File: src/rtl/uart_rx_pkg.sv
package uart_rx_pkg;
    localparam int MAX_BITS = 8;
    localparam int CNT_W    = $clog2(MAX_BITS);
    localparam int CFG_W    = 2;
    localparam int MIN_BITS = MAX_BITS - (1 << CFG_W) + 1;

    typedef enum logic [2:0] {
        ST_IDLE,
        ST_START,
        ST_DATA,
        ST_PARITY,
        ST_STOP
    } rx_state_t;
endpackage

File: src/rtl/uart_rx_ctrl.sv
module uart_rx_ctrl
    import uart_rx_pkg::*;
(
    input  logic             clk,
    input  logic             rst_n,
    input  logic             rx_en,
    input  logic             tick,
    input  logic             rxd,
    input  logic [CFG_W-1:0] cfg_width,
    input  logic             cfg_par_en,
    output logic             clear,
    output logic             shift_en,
    output logic             par_sample,
    output logic             commit
);
    rx_state_t        state, nxt;
    logic             phase;
    logic [CNT_W-1:0] bit_cnt;
    logic [CNT_W-1:0] last_bit;

    assign last_bit = CNT_W'(cfg_width) + CNT_W'(MIN_BITS - 1);

    always_ff @(posedge clk or negedge rst_n) begin
        if (!rst_n) begin
            state   <= ST_IDLE;
            phase   <= 1'b0;
            bit_cnt <= '0;
        end else begin
            state <= nxt;
            if (rx_en && tick) begin
                if (state == ST_START) begin
                    phase   <= 1'b0;
                    bit_cnt <= '0;
                end else if (state != ST_IDLE) begin
                    phase <= ~phase;
                end
                if (shift_en) bit_cnt <= bit_cnt + 1'b1;
            end
        end
    end

    always_comb begin
        nxt        = state;
        clear      = 1'b0;
        shift_en   = 1'b0;
        par_sample = 1'b0;
        commit     = 1'b0;
        if (!rx_en) begin
            nxt = ST_IDLE;
        end else if (tick) begin
            unique case (state)
                ST_IDLE:   if (!rxd) nxt = ST_START;
                ST_START: begin
                    clear = 1'b1;
                    nxt   = rxd ? ST_IDLE : ST_DATA;
                end
                ST_DATA: if (phase) begin
                    shift_en = 1'b1;
                    if (bit_cnt == last_bit) nxt = cfg_par_en ? ST_PARITY : ST_STOP;
                end
                ST_PARITY: if (phase) begin
                    par_sample = 1'b1;
                    nxt        = ST_STOP;
                end
                ST_STOP: if (phase) begin
                    commit = 1'b1;
                    nxt    = ST_IDLE;
                end
                default: nxt = ST_IDLE;
            endcase
        end
    end

    // a disabled receiver sits in IDLE
    a_r10_idle_when_off: assert property (@(posedge clk) disable iff (!rst_n)
        !rx_en |=> state == ST_IDLE);

    // a start bit that is high again on the next tick is rejected
    a_r1_false_start: assert property (@(posedge clk) disable iff (!rst_n)
        (rx_en && tick && state == ST_START && rxd) |=> state == ST_IDLE);

    // a commit happens only from STOP and returns to IDLE
    a_r4_commit_to_idle: assert property (@(posedge clk) disable iff (!rst_n)
        commit |=> state == ST_IDLE);
endmodule

File: src/rtl/uart_rx_shift.sv
module uart_rx_shift
    import uart_rx_pkg::*;
(
    input  logic                clk,
    input  logic                rst_n,
    input  logic                clear,
    input  logic                shift_en,
    input  logic                par_sample,
    input  logic                rxd,
    input  logic [CFG_W-1:0]    cfg_width,
    input  logic                cfg_par_odd,
    output logic [MAX_BITS-1:0] data_aligned,
    output logic                perr
);
    logic [MAX_BITS-1:0] sreg;
    logic                par_acc;
    logic [CFG_W-1:0]    pad;

    // Data enters at the MSB and moves down. After W bits the frame fills
    // the top W positions, and shifting right by the unused count aligns it.
    assign pad          = CFG_W'((1 << CFG_W) - 1) - cfg_width;
    assign data_aligned = sreg >> pad;

    always_ff @(posedge clk or negedge rst_n) begin
        if (!rst_n) begin
            sreg    <= '0;
            par_acc <= 1'b0;
            perr    <= 1'b0;
        end else if (clear) begin
            sreg    <= '0;
            par_acc <= 1'b0;
            perr    <= 1'b0;
        end else begin
            if (shift_en) begin
                sreg    <= {rxd, sreg[MAX_BITS-1:1]};
                par_acc <= par_acc ^ rxd;
            end
            if (par_sample) perr <= (par_acc ^ rxd) != cfg_par_odd;
        end
    end
endmodule

File: src/rtl/uart_rx_buffer.sv
module uart_rx_buffer
    import uart_rx_pkg::*;
(
    input  logic                clk,
    input  logic                rst_n,
    input  logic                commit,
    input  logic                rd_strobe,
    input  logic                stop_bit,
    input  logic                perr_in,
    input  logic [MAX_BITS-1:0] data_in,
    output logic [MAX_BITS-1:0] rx_data,
    output logic                rx_done,
    output logic                frame_err,
    output logic                parity_err,
    output logic                overrun
);
    always_ff @(posedge clk or negedge rst_n) begin
        if (!rst_n) begin
            rx_data    <= '0;
            rx_done    <= 1'b0;
            frame_err  <= 1'b0;
            parity_err <= 1'b0;
            overrun    <= 1'b0;
        end else if (commit) begin
            rx_data    <= data_in;
            rx_done    <= 1'b1;
            frame_err  <= ~stop_bit;
            parity_err <= perr_in;
            overrun    <= rx_done & ~rd_strobe;
        end else if (rd_strobe) begin
            rx_done <= 1'b0;
        end
    end

    // a committed frame raises the receive-complete flag
    a_r4_done_on_commit: assert property (@(posedge clk) disable iff (!rst_n)
        commit |=> rx_done);

    // a read without a commit clears the flag and keeps the data
    a_r7_read_clears: assert property (@(posedge clk) disable iff (!rst_n)
        (rd_strobe && !commit) |=> (!rx_done && $stable(rx_data)));

    // committing over an unread frame reports overrun
    a_r8_overrun: assert property (@(posedge clk) disable iff (!rst_n)
        (commit && rx_done && !rd_strobe) |=> overrun);

    // a commit colliding with a read leaves the flag set and no overrun
    a_r9_collision: assert property (@(posedge clk) disable iff (!rst_n)
        (commit && rd_strobe) |=> (rx_done && !overrun));
endmodule

File: src/rtl/uart_rx_frame.sv
module uart_rx_frame
    import uart_rx_pkg::*;
(
    input  logic                clk,
    input  logic                rst_n,
    input  logic                rx_en,
    input  logic                rxd,
    input  logic                sample_tick,
    input  logic [CFG_W-1:0]    cfg_width,
    input  logic                cfg_par_en,
    input  logic                cfg_par_odd,
    input  logic                rd_strobe,
    output logic                rx_done,
    output logic [MAX_BITS-1:0] rx_data,
    output logic                frame_err,
    output logic                parity_err,
    output logic                overrun
);
    logic                clear, shift_en, par_sample, commit, perr;
    logic [MAX_BITS-1:0] data_aligned;

    uart_rx_ctrl ctrl_i (
        .clk        (clk),
        .rst_n      (rst_n),
        .rx_en      (rx_en),
        .tick       (sample_tick),
        .rxd        (rxd),
        .cfg_width  (cfg_width),
        .cfg_par_en (cfg_par_en),
        .clear      (clear),
        .shift_en   (shift_en),
        .par_sample (par_sample),
        .commit     (commit)
    );

    uart_rx_shift shift_i (
        .clk          (clk),
        .rst_n        (rst_n),
        .clear        (clear),
        .shift_en     (shift_en),
        .par_sample   (par_sample),
        .rxd          (rxd),
        .cfg_width    (cfg_width),
        .cfg_par_odd  (cfg_par_odd),
        .data_aligned (data_aligned),
        .perr         (perr)
    );

    uart_rx_buffer buf_i (
        .clk        (clk),
        .rst_n      (rst_n),
        .commit     (commit),
        .rd_strobe  (rd_strobe),
        .stop_bit   (rxd),
        .perr_in    (perr),
        .data_in    (data_aligned),
        .rx_data    (rx_data),
        .rx_done    (rx_done),
        .frame_err  (frame_err),
        .parity_err (parity_err),
        .overrun    (overrun)
    );
endmodule

File: config.mk
export PLATFORM = sky130hd
export DESIGN_NAME = uart_rx_frame
export DESIGN_NICKNAME = d
export VERILOG_FILES = /design/src/rtl/uart_rx_pkg.sv /design/src/rtl/uart_rx_ctrl.sv /design/src/rtl/uart_rx_shift.sv /design/src/rtl/uart_rx_buffer.sv /design/src/rtl/uart_rx_frame.sv
export SDC_FILE = /design/constraint.sdc
export NUM_CORES = 1
export LEC_CHECK = 0
export BUFFER_PORTS_ARGS = -buffer_cell sky130_fd_sc_hd__buf_2
export CORE_ASPECT_RATIO = 0.8
export CORE_UTILIZATION = 55
export CTS_CLUSTER_SIZE = 20
export DETAILED_ROUTE_END_ITERATION = 8
export PLACE_DENSITY = 0.75
export SLEW_MARGIN = 20
export SYNTH_ARGS = -nofsm -noshare
export SYNTH_HDL_FRONTEND = slang
export SYNTH_SLANG_ARGS = --single-unit
File: constraint.sdc
create_clock -name clk -period 3.7 [get_ports clk]
set_input_delay 0.37 -clock clk [delete_from_list [all_inputs] [get_ports clk]]
set_output_delay 0.37 -clock clk [all_outputs]
set_load 0.05 [all_outputs]
==> impl_metrics.tcl, run 1 <==
set metrics [dict create \
    outcome "complete, no violations" \
    seq_area_um2 726 \
    cts_setup_buffers 0 \
    synth_nets 156 \
    cp-end-kind "flip-flop" \
    initial_core_util_pct 60.4 \
    p_leak_nw 0.816 \
    nets 175 \
    setup_violations 0 \
    postPlaceCellArea_um2 1620 \
    arrival_ns 2.35 \
    synthCells 145 \
    wire_per_inst_um 14.3 \
    ys_seq_area_share_pct 47.3 \
    hold_viol 0 \
    cts_resized 0 \
    portBuffers 21 \
    worst_pin_slew_ns 0.707 \
    r2r-start "ctrl_i.state[1]$_DFFE_PN0P_" \
    io_pins 22 \
    layout_common_cells "dfrtp_1, buf_2, nand2_1" \
    area_growth_syn_to_layout_pct 10.3 \
    cp_max_fo 17 \
    yosys_warnings 0 \
    clock_skew_ns 0.00522 \
    combPwrFrac_pct 18.5 \
    power_frac_seq_pct 52.1 \
    cts-root-buf "clkbuf_4" \
    clk_pin_slew_worst_paths_ns 0.09 \
    nFillCells 233 \
    grt_pass1_wl_um 4860 \
    holdCritPathClass "input pin to async pin" \
    clockPowerShare_pct 29.4 \
    final_antenna_net_count 0 \
    path_class "flip-flop to flip-flop" \
    crit_slowest_cell "nor3_4" \
    vias_per_cell 5.42 \
    rows 16 \
    hold_buffers 0 \
    avgSynthCellArea_um2 10.6 \
    power.density_nw_per_um2 442 \
    cts_buffers 5 \
    die_h_um 49.3 \
    crit_required_ns 3.96 \
    core_um2 2540 \
    antenna_cells 0 \
    drtIter0Drc 56 \
    finalCriticalPeriod_ns 2.08 \
    max_freq_mhz 480 \
    finish.instance_area_um2 1690 \
    relSlewSlack_pct 52.7 \
    worst-path-buf-inv 0 \
    slew_violations 0 \
    finalSetupTns_ns 0 \
    dr.pass1.iters 6 \
    rsz0062_at_grt "no" \
    gr-total-overflow 0 \
    gp_routability_congestion 0.941 \
    dieArea_um2 3010 \
    layout_commonest_cell "dfrtp_1" \
    async_flop_share_pct 100 \
    final.period_utilization_pct 56.3 \
    numClockSinks 29 \
    swShare_pct 31.4 \
    start_kind "flip-flop" \
    grt_pass1_vias 1018 \
    ctsHtreeMaxLevel 2 \
    crit_start "ctrl_i.state[1]$_DFFE_PN0P_" \
    dp_hpwl_um 2050 \
    synthFlopType "dfrtp_1" \
    ir_drop_mv 0.273 \
    wirelength_um 2870 \
    die_w_um 61.1 \
    drc 0 \
    worstPathCellList "nand4_1 > nor3_4 > mux2_2 > mux2i_1" \
    cap_viol_max_count 0 \
    drive_above_1_share_pct 26.7 \
    max_stage_delay_ns 0.62 \
    synth_area_um2 1540 \
    synth_seq_cells 29 \
    grt_max_degree 30 \
    holdWs_ns 0.0368 \
    multiInputGateArea_um2 739 \
    critical-path-top-delay-family "simple AND/OR/NAND/NOR gates" \
    gr-usage-all-layers_pct 22.8 \
    cts_tree "built" \
    power.internal_w 0.000514 \
    synth_edf_count 0 \
    switching_power_w 0.000235 \
    antenna_found_initial 0 \
    cts_buffer_depth 2 \
    synth_cell_type_count 34 \
    vias 1090 \
    insertion_delay_ns 0.34 \
]
power by group through the flow:
stage                     combinational (W)  clock, W  sequential, W
final                              0.000139  0.000220       0.000390
after global placement             0.000135         0       0.000394
after detailed placement           0.000138         0       0.000394
after CTS                          0.000138  0.000227       0.000388
after global routing               0.000155  0.000243       0.000394
after floorplan                    0.000139         0       0.000372
stage by stage:
step / util (%) / instances / power, W / setup WS [ns]
6_report: 66.6 / 201 / 0.000749 / 1.62
3_3_place_gp: 63.6 / 193 / 0.000529 / 1.65
4_1_cts: 66.4 / 201 / 0.000754 / 1.56
5_1_grt: 66.6 / 201 / 0.000793 / 1.47
3_5_place_dp: 63.6 / 193 / 0.000532 / 1.58
2_1_floorplan: - / 145 / 0.000511 / 2.11
cell families (layout without fill, tap and decap cells):
logic type | count (synthesis) | count (layout) | synth area share [%]
flip-flops | 29 | 29 | 47.3
multiplexers | 27 | 27 | 18.7
adder cells (fa/ha/maj) | 1 | 1 | 0.815
XOR/XNOR | 4 | 4 | 2.28
buffers and inverters | 11 | 31 | 4.89
AO/OA/AOI/OAI | 25 | 25 | 9.45
AND/OR/NAND/NOR | 48 | 48 | 16.6
synth_stat cells, types with 2 or more instances:
| library cell | count | area share [%] |
|---|---|---|
| a21oi_1 | 6 | 2.0 |
| buf_6 | 3 | 2.2 |
| nor3b_1 | 3 | 1.5 |
| xnor2_1 | 4 | 2.3 |
| buf_2 | 3 | 0.98 |
| mux2i_1 | 14 | 9.1 |
| nand2_1 | 16 | 3.9 |
| inv_1 | 2 | 0.49 |
| nor2b_1 | 2 | 0.81 |
| buf_4 | 2 | 0.98 |
| nor3_1 | 2 | 0.65 |
| dfrtp_1 | 29 | 47 |
| o21ai_0 | 13 | 4.2 |
| nor2_1 | 12 | 2.9 |
| nand2b_1 | 4 | 1.6 |
| mux2_1 | 2 | 1.5 |
| mux2_2 | 11 | 8.1 |
final cells by class:
class	count	share of cell area, %
sequential	29	42.9
clock inverter	1	0.296
multi-input combinational	105	43.7
tap	36	2.66
inverter	2	0.443
timing repair buffer	21	6.21
clock buffer	7	3.84
path summary, 6_finish.rpt:
path | endpoint | slack, ns | cells after the start
worst min register to register | buf_i.rx_data[7]$_DFFE_PN0P_ | 0.48 | 2
worst min-delay path | buf_i.rx_data[7]$_DFFE_PN0P_ | 0.04 | 1
min in group clk | buf_i.frame_err$_DFFE_PN0P_ | 0.31 | 2
worst max register to register | ctrl_i.bit_cnt[2]$_DFFE_PN0P_ | 1.62 | 4
worst max-delay path | ctrl_i.bit_cnt[2]$_DFFE_PN0P_ | 1.62 | 4
max in group asynchronous | shift_i.sreg[0]$_DFFE_PN0P_ | 3.26 | 1
state kept, by name (all words and copies together), names as in the netlist:
signal and flops:
buf_i.rx_done 1, shift_i.par_acc 1, buf_i.parity_err 1, ctrl_i.bit_cnt 3, ctrl_i.state 3, shift_i.sreg 8, buf_i.rx_data 8, buf_i.overrun 1
ctrl_i.phase 1, buf_i.frame_err 1, shift_i.perr 1
per-layer routing:
layer / vias to the layer above / track usage [%] / wire length (um)
met5: - / 0 / 0
met1: 506 / 32.5 / 1410
met3: 8 / 6.37 / 108
met4: 0 / 12.5 / 68
met2: 27 / 30.8 / 1290
li1: 549 / - / -
(Power assumes the default switching activity.)
==> run 2, diff against run 1 <==
==> constraint.sdc (replaced) <==
create_clock -name clk -period 2 [get_ports clk]
set_input_delay 0.2 -clock clk [delete_from_list [all_inputs] [get_ports clk]]
set_output_delay 0.2 -clock clk [all_outputs]
set_load 0.05 [all_outputs]
==> impl_metrics.tcl, run 2 (same netlist as run 1, synthesis figures left out) <==
set metrics [dict create \
    ir_drop_mv 0.595 \
    final.period_utilization_pct 90.9 \
    cts_buffer_depth 2 \
    slew_violations 0 \
    wirelength_um 2850 \
    top_regs "buf_i.rx_data (8), shift_i.sreg (8)" \
    r2r-end "buf_i.parity_err$_DFFE_PN0P_" \
    numClockSinks 29 \
    drc 0 \
    setup_violations 0 \
    vias_per_cell 5.39 \
    relSlewSlack_pct 57.0 \
    gr-total-overflow 0 \
    start_kind "flip-flop" \
    ctsHtreeMaxLevel 2 \
    hold_viol 0 \
    gp_routability_congestion 0.940 \
    die_w_um 61.1 \
    grt_pass1_wl_um 4680 \
    layout_common_cells "dfrtp_1, buf_2, nand2_1" \
    ff2ff_setup_slack_ns 0.18 \
    outcome "complete, no violations" \
    rsz0062_at_grt "no" \
    finalSetupTns_ns 0 \
    dp_hpwl_um 2000 \
    cp_max_fo 19 \
    finalCriticalPeriod_ns 1.82 \
    antenna_found_initial 0 \
    cts_buffers 5 \
    cts-root-buf "clkbuf_4" \
    insertion_delay_ns 0.35 \
    cp-end-kind "flip-flop" \
    max_freq_mhz 550 \
    dpl_worst_slack_ns 0.183 \
    power.density_nw_per_um2 869 \
    p_leak_nw 0.840 \
    min_from "rd_strobe" \
    nets 179 \
    layout_commonest_cell "dfrtp_1" \
    initial_core_util_pct 60.4 \
    gr-usage-all-layers_pct 22.2 \
    path_class "flip-flop to flip-flop" \
    grt_max_degree 30 \
    worst_pin_slew_ns 0.645 \
    vias 1104 \
    reg2reg_depth 3 \
    r2r-start "ctrl_i.state[2]$_DFFE_PN0P_" \
    drtIter0Drc 58 \
    hold_depth 3 \
    cts_setup_buffers 0 \
    die_h_um 49.3 \
    dieArea_um2 3010 \
    area_growth_syn_to_layout_pct 13.0 \
    final_antenna_net_count 0 \
    cap_viol_max_count 0 \
    cts_tree "built" \
    clock_skew_ns 0.0134 \
    core_um2 2540 \
    crit_required_ns 2.23 \
    dr.pass1.iters 4 \
    clk_pin_slew_worst_paths_ns 0.10 \
    antenna_cells 0 \
    wire_per_inst_um 13.9 \
    holdCritPathClass "input pin to flip-flop" \
    io_pins 22 \
    portBuffers 21 \
    arrival_ns 2.05 \
    rows 16 \
    drive_above_1_share_pct 26.6 \
    hold_end "buf_i.rx_done$_DFFE_PN0P_" \
    grt_pass1_vias 996 \
    setup_ws_ns 0.182 \
]
[run 2: worst max path at each step]
stage | from | endpoint | slack, ns | cells after the start
2_1_floorplan | ctrl_i.state[1]$_DFFE_PN0P_ | ctrl_i.state[1]$_DFFE_PN0P_ | 0.41 | 4
3_3_place_gp | ctrl_i.state[2]$_DFFE_PN0P_ | buf_i.rx_data[0]$_DFFE_PN0P_ | 0.27 | 3
3_5_place_dp | ctrl_i.state[2]$_DFFE_PN0P_ | buf_i.rx_data[4]$_DFFE_PN0P_ | 0.18 | 3
4_1_cts | ctrl_i.state[2]$_DFFE_PN0P_ | buf_i.rx_data[4]$_DFFE_PN0P_ | 0.18 | 3
5_1_grt | ctrl_i.state[2]$_DFFE_PN0P_ | buf_i.rx_data[4]$_DFFE_PN0P_ | 0.02 | 3
6_report | ctrl_i.state[2]$_DFFE_PN0P_ | buf_i.parity_err$_DFFE_PN0P_ | 0.18 | 3
[run 2: per-layer routing]
metal | wire, um | track usage, %
met4 | 26 | 7.95
met1 | 1350 | 32.8
met3 | 223 | 9.81
met2 | 1250 | 28.3
met5 | 0 | 0
[run 2: critical path: stages (launching register included)]
cell and delay [ns]:
dfrtp_1 0.55, nor3b_1 0.34, nand4_2 0.42, mux2_2 0.41
[run 2: timing repair]
item	in CTS	in global routing
resized for setup	0	0
hold buffers	1	0
endpoints found under the hold margin	29	0
[run 2: power by group]
part | leakage [nW] | total (W) | internal [W] | switching (W)
Combinational | 0.392 | 0.000287 | 0.000136 | 0.000151
Sequential | 0.402 | 0.000709 | 0.000628 | 0.0000812
Clock | 0.0455 | 0.000511 | 0.000298 | 0.000213
[run 2: final cells by class]
cell class | count | area, um2
fill | 199 | 807
inverter | 2 | 7.51
multi-input combinational | 105 | 734
clock buffer | 7 | 55.1
sequential | 29 | 726
tap | 36 | 45.0
timing repair buffer | 25 | 138
clock inverter | 1 | 30.0
[run 2: metrics by stage]
step                total power [W]  std cells  hold WS [ns]  area (um2)  utilization [%]
floorplan                  0.000946        145       -0.0956        1540                -
detailed placement          0.00100        196         0.261        1640             64.5
CTS                         0.00151        205         0.119        1740             68.3
global placement           0.000993        196         0.251        1640             64.5
global route                0.00158        205         0.139        1740             68.3
finish                      0.00151        205         0.115        1740             68.3
==> run 3, diff against run 2 <==
--- a/config.mk
+++ b/config.mk
@@ -7,10 +7,11 @@
 export LEC_CHECK = 0
 export BUFFER_PORTS_ARGS = -buffer_cell sky130_fd_sc_hd__buf_2
 export CORE_ASPECT_RATIO = 0.8
-export CORE_UTILIZATION = 55
+export CORE_UTILIZATION = 56
+export CTS_BUF_LIST = sky130_fd_sc_hd__clkbuf_4 sky130_fd_sc_hd__clkbuf_8 sky130_fd_sc_hd__clkbuf_16
 export CTS_CLUSTER_SIZE = 20
 export DETAILED_ROUTE_END_ITERATION = 8
-export PLACE_DENSITY = 0.75
+export PLACE_DENSITY = 0.76
 export SLEW_MARGIN = 20
 export SYNTH_ARGS = -nofsm -noshare
 export SYNTH_HDL_FRONTEND = slang
==> impl_metrics.tcl, run 3 (same netlist as run 1, synthesis figures left out) <==
set metrics [dict create \
    critical-path-top-delay-family "simple AND/OR/NAND/NOR gates" \
    drive_above_1_share_pct 28.5 \
    dpl_worst_slack_ns 0.175 \
    initial_core_util_pct 60.9 \
    layout_commonest_cell "dfrtp_1" \
    vias_per_cell 5.38 \
    cap_viol_max_count 0 \
    final.period_utilization_pct 90.3 \
    top_usage_layer "met2" \
    start_kind "flip-flop" \
    met1_usage_pct 29.5 \
    grt_max_degree 30 \
    r2r-end "buf_i.rx_data[0]$_DFFE_PN0P_" \
    gr-usage-all-layers_pct 21.1 \
    grt_use_met2_pct 30.0 \
    finish.instance_area_um2 1760 \
    ir_drop_mv 0.463 \
    worst-path-buf-inv 0 \
    final_antenna_net_count 0 \
    layout_common_cells "dfrtp_1, buf_2, nand2_1" \
    max_freq_mhz 554 \
    min_from "rxd" \
    ff2ff_setup_slack_ns 0.19 \
    gp_routability_congestion 0.897 \
    worst_pin_slew_ns 0.612 \
    top_regs "buf_i.rx_data (8), shift_i.sreg (8)" \
    power_w 0.00149 \
    ctsHtreeMaxLevel 2 \
    arrival_ns 2.02 \
    cts_resized 0 \
    grtUsageMet3_pct 7.43 \
    insertion_delay_ns 0.33 \
    antenna_cells 0 \
    cts_buffer_depth 2 \
    power.density_nw_per_um2 848 \
    die_w_um 60.5 \
    dieArea_um2 2960 \
    area_growth_syn_to_layout_pct 14.8 \
    nFillCells 202 \
    drc 0 \
    portBuffers 21 \
    clk_pin_slew_worst_paths_ns 0.09 \
    core_um2 2520 \
    grt_pass1_vias 1041 \
    final_util_pct 69.8 \
    die_h_um 48.8 \
    clock_skew_ns 0.0169 \
    holdCritPathClass "input pin to flip-flop" \
    cts-root-buf "clkbuf_4" \
    cts_buffers 5 \
    vias 1120 \
    outcome "complete, no violations" \
    cp_max_fo 19 \
    postPlaceCellArea_um2 1640 \
    drtIter0Drc 37 \
    slew_violations 0 \
    rsz0062_at_grt "no" \
    dr.pass1.iters 4 \
    wirelength_um 2660 \
    path_class "flip-flop to flip-flop" \
    rows 16 \
    p_leak_nw 0.860 \
    finalCriticalPeriod_ns 1.81 \
    grt_pass1_wl_um 4530 \
    relSlewSlack_pct 59.2 \
    crit_slowest_cell "dfrtp_1" \
    r2r-start "ctrl_i.state[2]$_DFFE_PN0P_" \
    worstPathCellList "nor3b_1 > nand4_2 > mux2_2" \
    nets 182 \
    antenna_found_initial 0 \
    cp-end-kind "flip-flop" \
    setup_violations 0 \
    cts_tree "built" \
    crit_required_ns 2.22 \
    finalSetupTns_ns 0 \
    numClockSinks 29 \
    reg2reg_depth 3 \
    hold_depth 2 \
    io_pins 22 \
    hold_end "buf_i.frame_err$_DFFE_PN0P_" \
    hold_viol 0 \
    dp_hpwl_um 1870 \
    gr-total-overflow 0 \
    max_stage_delay_ns 0.55 \
    wire_per_inst_um 12.8 \
    setup_ws_ns 0.195 \
]
## run 3: cell count changes in the layout (fill, tap and decap cells not counted), sizes merged
| cell | before | now |
|---|---|---|
| buf | 24 | 27 |
## run 3: routing by layer
layer | wire, um | vias up
met1 | 1380 | 535
met5 | 0 | -
li1 | - | 561
met3 | 96 | 6
met4 | 38 | 0
met2 | 1140 | 18
## run 3: timing repair
| item | 4_1_cts | 5_1_grt |
|---|---|---|
| hold endpoints to repair | 29 | 0 |
| setup buffers | 0 | 3 |
| endpoints found under the setup margin | 0 | 2 |
| hold buffers | 1 | 0 |
## run 3: how the worst max path moves through the flow
stage               slack (ns)  depth (start not counted)                           end                   startpoint
floorplan                 0.41                          4   ctrl_i.state[1]$_DFFE_PN0P_  ctrl_i.state[1]$_DFFE_PN0P_
global placement          0.26                          3  buf_i.rx_data[0]$_DFFE_PN0P_  ctrl_i.state[2]$_DFFE_PN0P_
detailed placement        0.18                          3  buf_i.rx_data[0]$_DFFE_PN0P_  ctrl_i.state[2]$_DFFE_PN0P_
CTS                       0.18                          3  buf_i.rx_data[0]$_DFFE_PN0P_  ctrl_i.state[2]$_DFFE_PN0P_
global route              0.03                          5   shift_i.sreg[3]$_DFFE_PN0P_  ctrl_i.state[1]$_DFFE_PN0P_
finish                    0.19                          3  buf_i.rx_data[0]$_DFFE_PN0P_  ctrl_i.state[2]$_DFFE_PN0P_
## run 3: where the power goes
group	total (W)	internal, W	switching (W)
Sequential	0.000707	0.000628	0.0000783
Clock	0.000502	0.000312	0.000191
Combinational	0.000285	0.000138	0.000148
## run 3: per-stage QoR
step	hold slack, ns	cells
2_1_floorplan	-0.0956	145
3_3_place_gp	0.254	196
3_5_place_dp	0.250	196
4_1_cts	0.113	205
5_1_grt	0.125	208
6_report	0.123	208
## run 3: final cells by class
| type | instances | area, um2 | share of cell area (%) |
|---|---|---|---|
| clock inverters | 1 | 30.0 | 1.70 |
| well taps | 36 | 45.0 | 2.56 |
| flip-flops and latches | 29 | 726 | 41.2 |
| inverters | 2 | 7.51 | 0.426 |
| repair buffers | 28 | 160 | 9.09 |
| clock buffers | 7 | 58.8 | 3.34 |
| multi-input cells | 105 | 734 | 41.7 |
